<file path="src/rtl/rs485_ctl.sv">
module rs485_ctl #(
  parameter int DIFF_W  = 16,
  parameter int TEMP_W  = 10,
  parameter int SW_MV   = -100,
  parameter int HYST_MV = 7,
  parameter int HOT_C   = 150,
  parameter int COOL_C  = 140
) (
  input  logic                     clk,
  input  logic                     rst_n,
  input  logic                     drv_en,
  input  logic                     rx_en_n,
  input  logic                     tx_bit,
  input  logic signed [DIFF_W-1:0] diff_mv,
  input  logic                     lines_open,
  input  logic signed [TEMP_W-1:0] die_temp,
  input  logic                     logic_pwr_ok,
  input  logic                     bus_pwr_ok,
  output logic                     drv_on,
  output logic                     y_out,
  output logic                     z_out,
  output logic                     rx_out,
  output logic                     rx_hiz,
  output logic                     therm_trip
);
  localparam logic signed [DIFF_W-1:0] LO_PT = DIFF_W'(SW_MV - HYST_MV);
  localparam logic signed [DIFF_W-1:0] HI_PT = DIFF_W'(SW_MV + HYST_MV);
  localparam logic signed [TEMP_W-1:0] HOT_T = TEMP_W'(HOT_C);
  localparam logic signed [TEMP_W-1:0] COOL_T = TEMP_W'(COOL_C);

  logic rx_lvl;
  logic go_low, go_high;

  assign go_low  = !lines_open && (diff_mv < LO_PT);
  assign go_high = lines_open || (diff_mv > HI_PT);

  always_ff @(posedge clk or negedge rst_n) begin
    if (!rst_n)       rx_lvl <= 1'b1;
    else if (go_high) rx_lvl <= 1'b1;
    else if (go_low)  rx_lvl <= 1'b0;
  end

  always_ff @(posedge clk or negedge rst_n) begin
    if (!rst_n)                  therm_trip <= 1'b0;
    else if (die_temp >= HOT_T)  therm_trip <= 1'b1;
    else if (die_temp <= COOL_T) therm_trip <= 1'b0;
  end

  assign drv_on = drv_en && bus_pwr_ok && logic_pwr_ok && !therm_trip;
  assign y_out  = drv_on && tx_bit;
  assign z_out  = drv_on && !tx_bit;
  assign rx_hiz = rx_en_n || !logic_pwr_ok;
  assign rx_out = rx_hiz || !bus_pwr_ok || rx_lvl;
endmodule

</file>
<file path="config.mk">
export PLATFORM = sky130hd
export DESIGN_NAME = rs485_ctl
export DESIGN_NICKNAME = d
export VERILOG_FILES = /design/src/rtl/rs485_ctl.sv
export SDC_FILE = /design/constraint.sdc
export NUM_CORES = 1
export LEC_CHECK = 0
export ABC_CLOCK_PERIOD_IN_PS = 1200
export BUFFER_PORTS_ARGS = -buffer_cell sky130_fd_sc_hd__buf_2
export CORE_AREA = 2 2 39 41
export DETAILED_ROUTE_END_ITERATION = 8
export DIE_AREA = 0 0 41 43
export GPL_TIMING_DRIVEN = 0
export PLACE_DENSITY = 0.59
export SYNTH_ARGS = -nofsm -noshare
export SYNTH_HDL_FRONTEND = slang
export SYNTH_SLANG_ARGS = --single-unit
</file>
<file path="constraint.sdc">
create_clock -name clk -period 1.2 [get_ports clk]
set_input_delay 0.3 -clock clk [delete_from_list [all_inputs] [get_ports clk]]
set_output_delay 0.3 -clock clk [all_outputs]
set_load 0.05 [all_outputs]
</file>
==> flow_summary.json, run 1 <==
{
  "die_x_um": 41,
  "firstDrtPassIters": 2,
  "viasPerCell": 4.39,
  "relSlewSlack_pct": 82.3,
  "antenna_found_initial": 0,
  "start_util_pct": 14.3,
  "syn_avg_cell_area_um2": 7.91,
  "synth_compound_area_share_pct": 31.6,
  "seq_area_um2": 52.6,
  "route.detailed.drc": 0,
  "num_vias": 386,
  "synth_xor_area_share_pct": 0,
  "startpoint_type": "flip-flop",
  "synth_top_area_share_pct": 13.3,
  "slew_viol_final": 0,
  "wl_um": 854,
  "crit_required_ns": 0.90,
  "fillers": 150,
  "cts_tree": "built",
  "comb_power_share_pct": 38.0,
  "yosys.area_share.simple_pct": 40.5,
  "ctsLongestPathBuffers": 2,
  "period_share_pct": 129,
  "cp.arrival_ns": 1.25,
  "p_leak_nw": 0.284,
  "min_path_cells": 2,
  "yosysUniqueCellTypes": 18,
  "postPlaceCellArea_um2": 437,
  "synth_nets": 59,
  "clkPwrFrac_pct": 42.7,
  "die_h_um": 43,
  "hold_path_startpoint": "die_temp[9]",
  "layout_commonest_cell": "buf_2",
  "diodes": 0,
  "fmax_ghz": 0.647,
  "syn_inst": 25,
  "rsz0062_at_grt": "yes",
  "worst_setup_path_end_kind": "primary output",
  "min_path_type": "in2reg",
  "synth_top_family_by_area": "simple AND/OR/NAND/NOR gates",
  "h-tree-depth": 1,
  "crit-reg2reg-launch": "therm_trip",
  "synth.area.mux_share_pct": 0,
  "multi_input_area_um2": 166,
  "syn_to_final_growth_pct": 175,
  "fin_crit_ns": 1.55,
  "layout_common_cells": "34 x buf_2, 4 x o21ai_0",
  "synth.area.top_cells": "dfstp_2 13%, dfrtp_1 13%, o21ai_0 10%, and2_1 6.3%, nand4_1 6.3%",
  "io_pins": 40,
  "synthAdderAreaFrac_pct": 0,
  "path_clk_slew_ns": 0.04,
  "drt_iter0_markers": 4,
  "synth_seq_area_share_pct": 25.9,
  "setup_viol": 5,
  "cts_sinks": 2,
  "switchingPower_mw": 0.115,
  "grt_first_pass_wirelength_mm": 1.15,
  "hold_end": "therm_trip",
  "worst_pin_slew_ns": 0.264,
  "grt_max_degree": 4,
  "finalHoldViolCount": 0,
  "grt_pass1_vias": 317,
  "core_um2": 1380,
  "cp_max_fo": 3,
  "gp_routability_congestion": 0.621,
  "cts-root-buf": "clkbuf_4",
  "drive_gt1_share_pct": 72.2,
  "dp_hpwl_um": 659,
  "drv_cap": 0,
  "track_usage_pct": 10.2,
  "final.setup.worst_slack_ns": -0.345,
  "final_cells": 88,
  "intPower_mw": 0.283,
  "status": "complete, but fails checks",
  "seqPwrFrac_pct": 19.3,
  "synth_seq_cells": 2,
  "insertion_delay_ns": 0.22,
  "p_per_area_nw_per_um2": 733,
  "fin_nets": 107,
  "ys.warnings.count": 0,
  "crit_type": "reg2out",
  "numCtsBuffers": 3,
  "overflow": 0,
  "rrSetupSlack_ns": 0.03,
  "whs_ns": 0.222,
  "die_area_um2": 1760,
  "rows": 14,
  "synth_area_um2": 198,
  "stdcell_area_um2": 543,
  "violations": "negative setup slack",
  "sw_frac_of_total_pct": 28.9,
  "wire_per_inst_um": 9.70,
  "rr_endpoint": "therm_trip",
  "rr_worst_depth": 5,
  "worst_clock_skew_ns": 0,
  "port_buffers": 39,
  "yosysTopAreaCell": "dfstp_2",
  "vdd_drop_max_v": 0.000356,
  "dp.cells": 80,
  "ant_nets": 0
}
==> metal layers <==
| layer | GRT usage [%] | share of wire [%] |
|---|---|---|
| met1 | 8.04 | 33 |
| met2 | 16.9 | 54 |
| met4 | 8.00 | 0 |
| met5 | 0 | 0 |
| met3 | 5.76 | 13 |
==> area by class of cell <==
class / count / share of cell area [%]
multi-input cells: 22 / 30.6
inverters: 1 / 0.691
repair buffers: 43 / 50.5
flip-flops and latches: 2 / 9.68
clock buffers: 4 / 4.84
well taps: 16 / 3.69
==> through the flow <==
step / util [%] / TNS, ns / power, mW / setup slack [ns]
after floorplan: - / -1.11 / 0.134 / -0.462
after CTS: 36.8 / -1.20 / 0.393 / -0.337
final: 39.2 / -1.29 / 0.398 / -0.345
after global routing: 39.2 / -1.56 / 0.440 / -0.404
after global placement: 31.6 / -0.865 / 0.202 / -0.213
after detailed placement: 31.6 / -0.882 / 0.203 / -0.214
==> synth_stat cells (all sizes together) <==
library cell  number
o31a               1
o21ai              4
nand2b             1
or3b               1
or4                1
nor2b              1
dfrtp              1
and4b              1
nor3               1
nor2               3
a21oi              1
nand4              2
dfstp              1
o32a               1
and2               2
a311oi             1
o211a              1
inv                1
==> how the worst max path moves through the flow <==
stage	from	endpoint	slack (ns)	cells after the start
global route	therm_trip	z_out	-0.40	3
floorplan	therm_trip	z_out	-0.46	2
detailed placement	therm_trip	y_out	-0.21	3
global placement	therm_trip	y_out	-0.21	3
CTS	therm_trip	y_out	-0.34	3
finish	therm_trip	z_out	-0.35	3
==> worst max-delay path, stage by stage, from the launching register on <==
cell and delay, ns:
dfrtp_2 0.39, and4b_4 0.33, nor2b_4 0.14, buf_6 0.16
==> power by group through the flow <==
stage / registers (mW) / logic, mW / clock network [mW]
3_3_place_gp: 0.0794 / 0.122 / 0
4_1_cts: 0.0767 / 0.139 / 0.178
5_1_grt: 0.0775 / 0.162 / 0.200
6_report: 0.0770 / 0.151 / 0.170
3_5_place_dp: 0.0793 / 0.123 / 0
2_1_floorplan: 0.0867 / 0.0475 / 0
==> repair_timing <==
action | CTS | global route
hold endpoints to repair | 1 | 0
hold buffers | 1 | 0
endpoints found under the setup margin | 4 | 5
pin swaps | 0 | 2
setup buffers | 1 | 2
gates resized for setup | 9 | 7
==> sequential cells by signal (all words and copies together) (netlist names) <==
signal      count
rx_lvl          1
therm_trip      1
==> cell families (layout without fill, tap and decap cells) <==
kind of cell	Yosys count	after routing
buf+inv	1	48
flops	2	2
simple gates	13	13
compound gates	9	9
(Power assumes the default switching activity.)
==> run 2: changes to the inputs <==
--- a/config.mk
+++ b/config.mk
@@ -5,9 +5,10 @@
 export SDC_FILE = /design/constraint.sdc
 export NUM_CORES = 1
 export LEC_CHECK = 0
-export ABC_CLOCK_PERIOD_IN_PS = 1200
+export ABC_CLOCK_PERIOD_IN_PS = 1630
 export BUFFER_PORTS_ARGS = -buffer_cell sky130_fd_sc_hd__buf_2
 export CORE_AREA = 2 2 39 41
+export CTS_CLUSTER_DIAMETER = 200
 export DETAILED_ROUTE_END_ITERATION = 8
 export DIE_AREA = 0 0 41 43
 export GPL_TIMING_DRIVEN = 0
==> constraint.sdc (replaced) <==
create_clock -name clk -period 1.63 [get_ports clk]
set_input_delay 0.4075 -clock clk [delete_from_list [all_inputs] [get_ports clk]]
set_output_delay 0.4075 -clock clk [all_outputs]
set_load 0.05 [all_outputs]
==> run 2 against run 1 <==
The run still ends with negative setup slack left; cell area decreased by 7.1%; global-route usage down 1.4 points; core utilization fell by 2.8 points; via count shrank 3.9%; worst hold slack improved by 0.10 ns; combinational power down 35%; critical path depth stayed put; clock-buffer cell count did not move; first-iteration DRC count shrank 100%; clock power decreased by 27%; critical endpoint unchanged; largest cell class unchanged; highest routed layer unchanged.
==> flow_summary.json, run 2 (same netlist as run 1, synthesis figures left out) <==
{
  "critPathLaunch": "therm_trip",
  "diodes": 0,
  "syn_to_final_growth_pct": 155,
  "seq_area_um2": 52.6,
  "rows": 14,
  "num_vias": 371,
  "rr_worst_depth": 4,
  "grt_max_degree": 4,
  "port_buffers": 39,
  "cts_sinks": 2,
  "reg.largest.list": "rx_lvl (1), therm_trip (1)",
  "rrSetupSlack_ns": 0.59,
  "grt_pass1_vias": 293,
  "relSlewSlack_pct": 84.8,
  "rr_endpoint": "therm_trip",
  "die_area_um2": 1760,
  "drive_gt1_share_pct": 71.4,
  "drt_iter0_markers": 0,
  "finalHoldViolCount": 0,
  "cts_tree": "built",
  "route.detailed.drc": 0,
  "wl_um": 737,
  "die_h_um": 43,
  "vdd_drop_max_v": 0.000248,
  "layout_commonest_cell": "buf_2",
  "fin_util_pct": 36.4,
  "tns_ns": -0.0135,
  "numCtsBuffers": 3,
  "total_power_mw": 0.280,
  "layout_common_cells": "36 x buf_2, 4 x o21ai_0, 3 x nor2_1, 3 x clkbuf_4",
  "cp.arrival_ns": 1.24,
  "p_per_area_nw_per_um2": 555,
  "firstDrtPassIters": 1,
  "setup_viol": 1,
  "dp.cells": 80,
  "crit-reg2reg-launch": "therm_trip",
  "worst_clock_skew_ns": 0,
  "viasPerCell": 4.31,
  "final_cells": 86,
  "cp_max_fo": 3,
  "fillers": 142,
  "gp_routability_congestion": 0.642,
  "worst_pin_slew_ns": 0.227,
  "drv_cap": 0,
  "slew_viol_final": 0,
  "p_leak_nw": 0.268,
  "period_share_pct": 101,
  "fmax_ghz": 0.608,
  "ctsLongestPathBuffers": 2,
  "final.setup.worst_slack_ns": -0.0135,
  "die_x_um": 41,
  "dpl_worst_slack_ns": 0.00334,
  "crit_required_ns": 1.22,
  "path_clk_slew_ns": 0.04,
  "hold_path_startpoint": "die_temp[9]",
  "overflow": 0,
  "insertion_delay_ns": 0.22,
  "start_util_pct": 14.3,
  "min_path_type": "in2reg",
  "worst_setup_path_end_kind": "primary output",
  "antenna_found_initial": 0,
  "fin_crit_ns": 1.64,
  "grt_first_pass_wirelength_um": 979,
  "rsz0062_at_grt": "yes",
  "ant_nets": 0,
  "core_um2": 1380,
  "wire_per_inst_um": 8.57,
  "crit_type": "reg2out",
  "startpoint_type": "flip-flop",
  "h-tree-depth": 1,
  "io_pins": 40,
  "status": "complete, but fails checks",
  "violations": "negative setup slack",
  "hold_end": "therm_trip",
  "min_path_cells": 2,
  "cts-root-buf": "clkbuf_4",
  "fin_nets": 105,
  "track_usage_pct": 8.84,
  "multi_input_area_um2": 166
}
==> run 2: final cells by class <==
class	instances	area share, %
Timing Repair Buffer	41	46.7
Multi-Input combinational cell	22	33.0
Tap cell	16	3.97
Sequential cell	2	10.4
Clock buffer	4	5.21
Inverter	1	0.744
==> run 2: worst max-delay path, stage by stage (launching register included) <==
cell and delay, ns:
dfrtp_2 0.39, and4b_4 0.33, nor2b_4 0.14, buf_6 0.16
==> run 2: how the worst max path moves through the flow <==
stage	to	slack, ns	depth (start not counted)
after global placement	rx_out	0.01	4
after global routing	z_out	-0.08	3
final	z_out	-0.01	3
after CTS	z_out	-0.03	3
after floorplan	z_out	-0.14	2
after detailed placement	rx_out	0.003	4
==> run 2: what timing repair did <==
item                       4_1_cts  5_1_grt
pin swaps                        1        0
setup endpoints to repair        3        4
hold buffers                     1        0
setup buffers                    1        0
resized for setup                6        3
hold endpoints to repair         1        0
==> run 2: report_power, final <==
group | internal (mW) | total, mW | switching [mW]
sequential | 0.0550 | 0.0566 | 0.00163
clock | 0.0912 | 0.124 | 0.0332
combinational | 0.0526 | 0.0988 | 0.0462
==> run 2: per-layer routing <==
layer,vias to the layer above,global-route usage [%],part of all wire [%]
met5,-,0,0
met3,0,4.71,11
li1,189,-,-
met4,0,8.00,0
met1,160,8.68,39
met2,22,12.5,51
==> run 2: stage by stage <==
step | hold WS [ns] | cell area (um2)
floorplan | 0.112 | 221
global placement | 0.193 | 437
detailed placement | 0.193 | 437
CTS | 0.319 | 498
global route | 0.306 | 504
finish | 0.326 | 504
==> run 3: changes to the inputs <==
--- a/config.mk
+++ b/config.mk
@@ -8,11 +8,12 @@
 export ABC_CLOCK_PERIOD_IN_PS = 1630
 export BUFFER_PORTS_ARGS = -buffer_cell sky130_fd_sc_hd__buf_2
 export CORE_AREA = 2 2 39 41
+export CTS_BUF_LIST = sky130_fd_sc_hd__clkbuf_4 sky130_fd_sc_hd__clkbuf_8 sky130_fd_sc_hd__clkbuf_16
 export CTS_CLUSTER_DIAMETER = 200
 export DETAILED_ROUTE_END_ITERATION = 8
 export DIE_AREA = 0 0 41 43
 export GPL_TIMING_DRIVEN = 0
-export PLACE_DENSITY = 0.59
+export PLACE_DENSITY = 0.6
 export SYNTH_ARGS = -nofsm -noshare
 export SYNTH_HDL_FRONTEND = slang
 export SYNTH_SLANG_ARGS = --single-unit
==> run 3 against run 2 <==
The flow still finishes with violations (negative setup slack); via count grew 0.81%; global-route usage down 0.32 points; core utilization unchanged; clock-buffer cell count did not move; non-clock buffer count did not move; cell area unchanged; critical endpoint unchanged.
==> flow_summary.json, run 3 (same netlist as run 1, synthesis figures left out) <==
{
  "status": "complete, but fails checks",
  "violations": "negative setup slack",
  "stdcell_area_um2": 504,
  "overflow": 0,
  "wire_per_inst_um": 9.05,
  "firstDrtPassIters": 2,
  "route.detailed.drc": 0,
  "path_clk_slew_ns": 0.04,
  "multi_input_area_um2": 166,
  "syn_to_final_growth_pct": 155,
  "relSlewSlack_pct": 83.5,
  "startpoint_type": "flip-flop",
  "rows": 14,
  "fmax_ghz": 0.611,
  "dp.cells": 80,
  "vdd_drop_max_v": 0.000352,
  "grt_first_pass_wirelength_mm": 1.04,
  "dp_hpwl_um": 667,
  "worst_setup_path_end_kind": "primary output",
  "numCtsBuffers": 3,
  "seq_area_um2": 52.6,
  "rsz0062_at_grt": "yes",
  "grt_pass1_vias": 317,
  "period_share_pct": 100,
  "fin_nets": 105,
  "drive_gt1_share_pct": 72.9,
  "start_util_pct": 14.3,
  "layout_common_cells": "36 x buf_2, 4 x o21ai_0, 4 x clkbuf_4, 3 x nor2_1",
  "die_h_um": 43,
  "cp.arrival_ns": 1.23,
  "cts_sinks": 2,
  "whs_ns": 0.329,
  "diodes": 0,
  "cts-root-buf": "clkbuf_4",
  "gp_routability_congestion": 0.593,
  "slew_viol_final": 0,
  "cp_max_fo": 3,
  "fin_crit_ns": 1.64,
  "layout_commonest_cell": "buf_2",
  "num_vias": 374,
  "postPlaceCellArea_um2": 437,
  "finalHoldViolCount": 0,
  "cts_tree": "built",
  "ctsLongestPathBuffers": 2,
  "setup_viol": 1,
  "p_leak_nw": 0.269,
  "crit_type": "reg2out",
  "min_path_type": "in2reg",
  "dpl_worst_slack_ns": 0.00386,
  "viasPerCell": 4.35,
  "final.setup.worst_slack_ns": -0.00712,
  "final_cells": 86,
  "antenna_found_initial": 0,
  "wl_um": 778,
  "insertion_delay_ns": 0.22,
  "drt_iter0_markers": 3,
  "worst_pin_slew_ns": 0.249,
  "die_x_um": 41,
  "fillers": 157,
  "ant_nets": 0,
  "io_pins": 40,
  "port_buffers": 39,
  "track_usage_pct": 8.52,
  "worst_clock_skew_ns": 0,
  "die_area_um2": 1760,
  "p_per_area_nw_per_um2": 587,
  "h-tree-depth": 1,
  "crit_required_ns": 1.22,
  "reg.largest.list": "rx_lvl (1), therm_trip (1)",
  "drv_cap": 0,
  "core_um2": 1380,
  "tns_ns": -0.00712,
  "grt_max_degree": 4
}
==> run 3: cell counts in the layout (fill, tap and decap cells not counted) <==
No cell type changed its count.
==> run 3: critical path: stages, from the launching register on <==
cell	delay (ns)
dfrtp_2	0.39
and4b_4	0.32
nor2b_4	0.14
buf_6	0.16
==> run 3: cell type report <==
type | instances | share of cell area [%]
multi-input combinational | 22 | 33.0
tap | 16 | 3.97
clock buffer | 4 | 5.96
sequential | 2 | 10.4
timing repair buffer | 41 | 45.9
inverter | 1 | 0.744
==> run 3: power by group <==
group / internal [mW] / total, mW / leakage [nW] / switching [mW]
sequential: 0.0550 / 0.0566 / 0.0218 / 0.00164
combinational: 0.0523 / 0.0990 / 0.229 / 0.0467
clock: 0.108 / 0.140 / 0.0184 / 0.0325
total: 0.215 / 0.296 / 0.269 / 0.0809
==> run 3: through the flow <==
stage	util, %	power, mW
CTS	36.3	0.304
global placement	31.6	0.148
floorplan	-	0.0989
global route	36.4	0.318
finish	36.4	0.296
detailed placement	31.6	0.150
==> run 3: per-layer routing <==
metal | GRT usage, % | wire [um] | part of all wire [%] | vias up
met2 | 13.8 | 418 | 54 | 21
li1 | - | - | - | 190
met5 | 0 | 0 | 0 | -
met3 | 1.57 | 94 | 12 | 0
met1 | 9.27 | 265 | 34 | 163
met4 | 6.00 | 0 | 0 | 0
==> run 3: final timing paths <==
| kind | start | end | slack (ns) | depth (start not counted) |
|---|---|---|---|---|
| max | therm_trip | z_out | -0.007 | 3 |
| min | die_temp[9] | therm_trip | 0.33 | 2 |
| max reg2reg | therm_trip | therm_trip | 0.60 | 4 |
| min reg2reg | rx_lvl | rx_lvl | 0.64 | 3 |
| max in group asynchronous | rst_n | rx_lvl | 0.94 | 2 |
| min in group asynchronous | rst_n | therm_trip | 0.49 | 2 |
==> run 3: repair_timing <==
item,in CTS,in global routing
hold buffers,1,0
buffers inserted,1,0
pin swaps,1,0
endpoints found under the hold margin,1,0
gates resized for setup,6,2
setup endpoints to repair,3,4
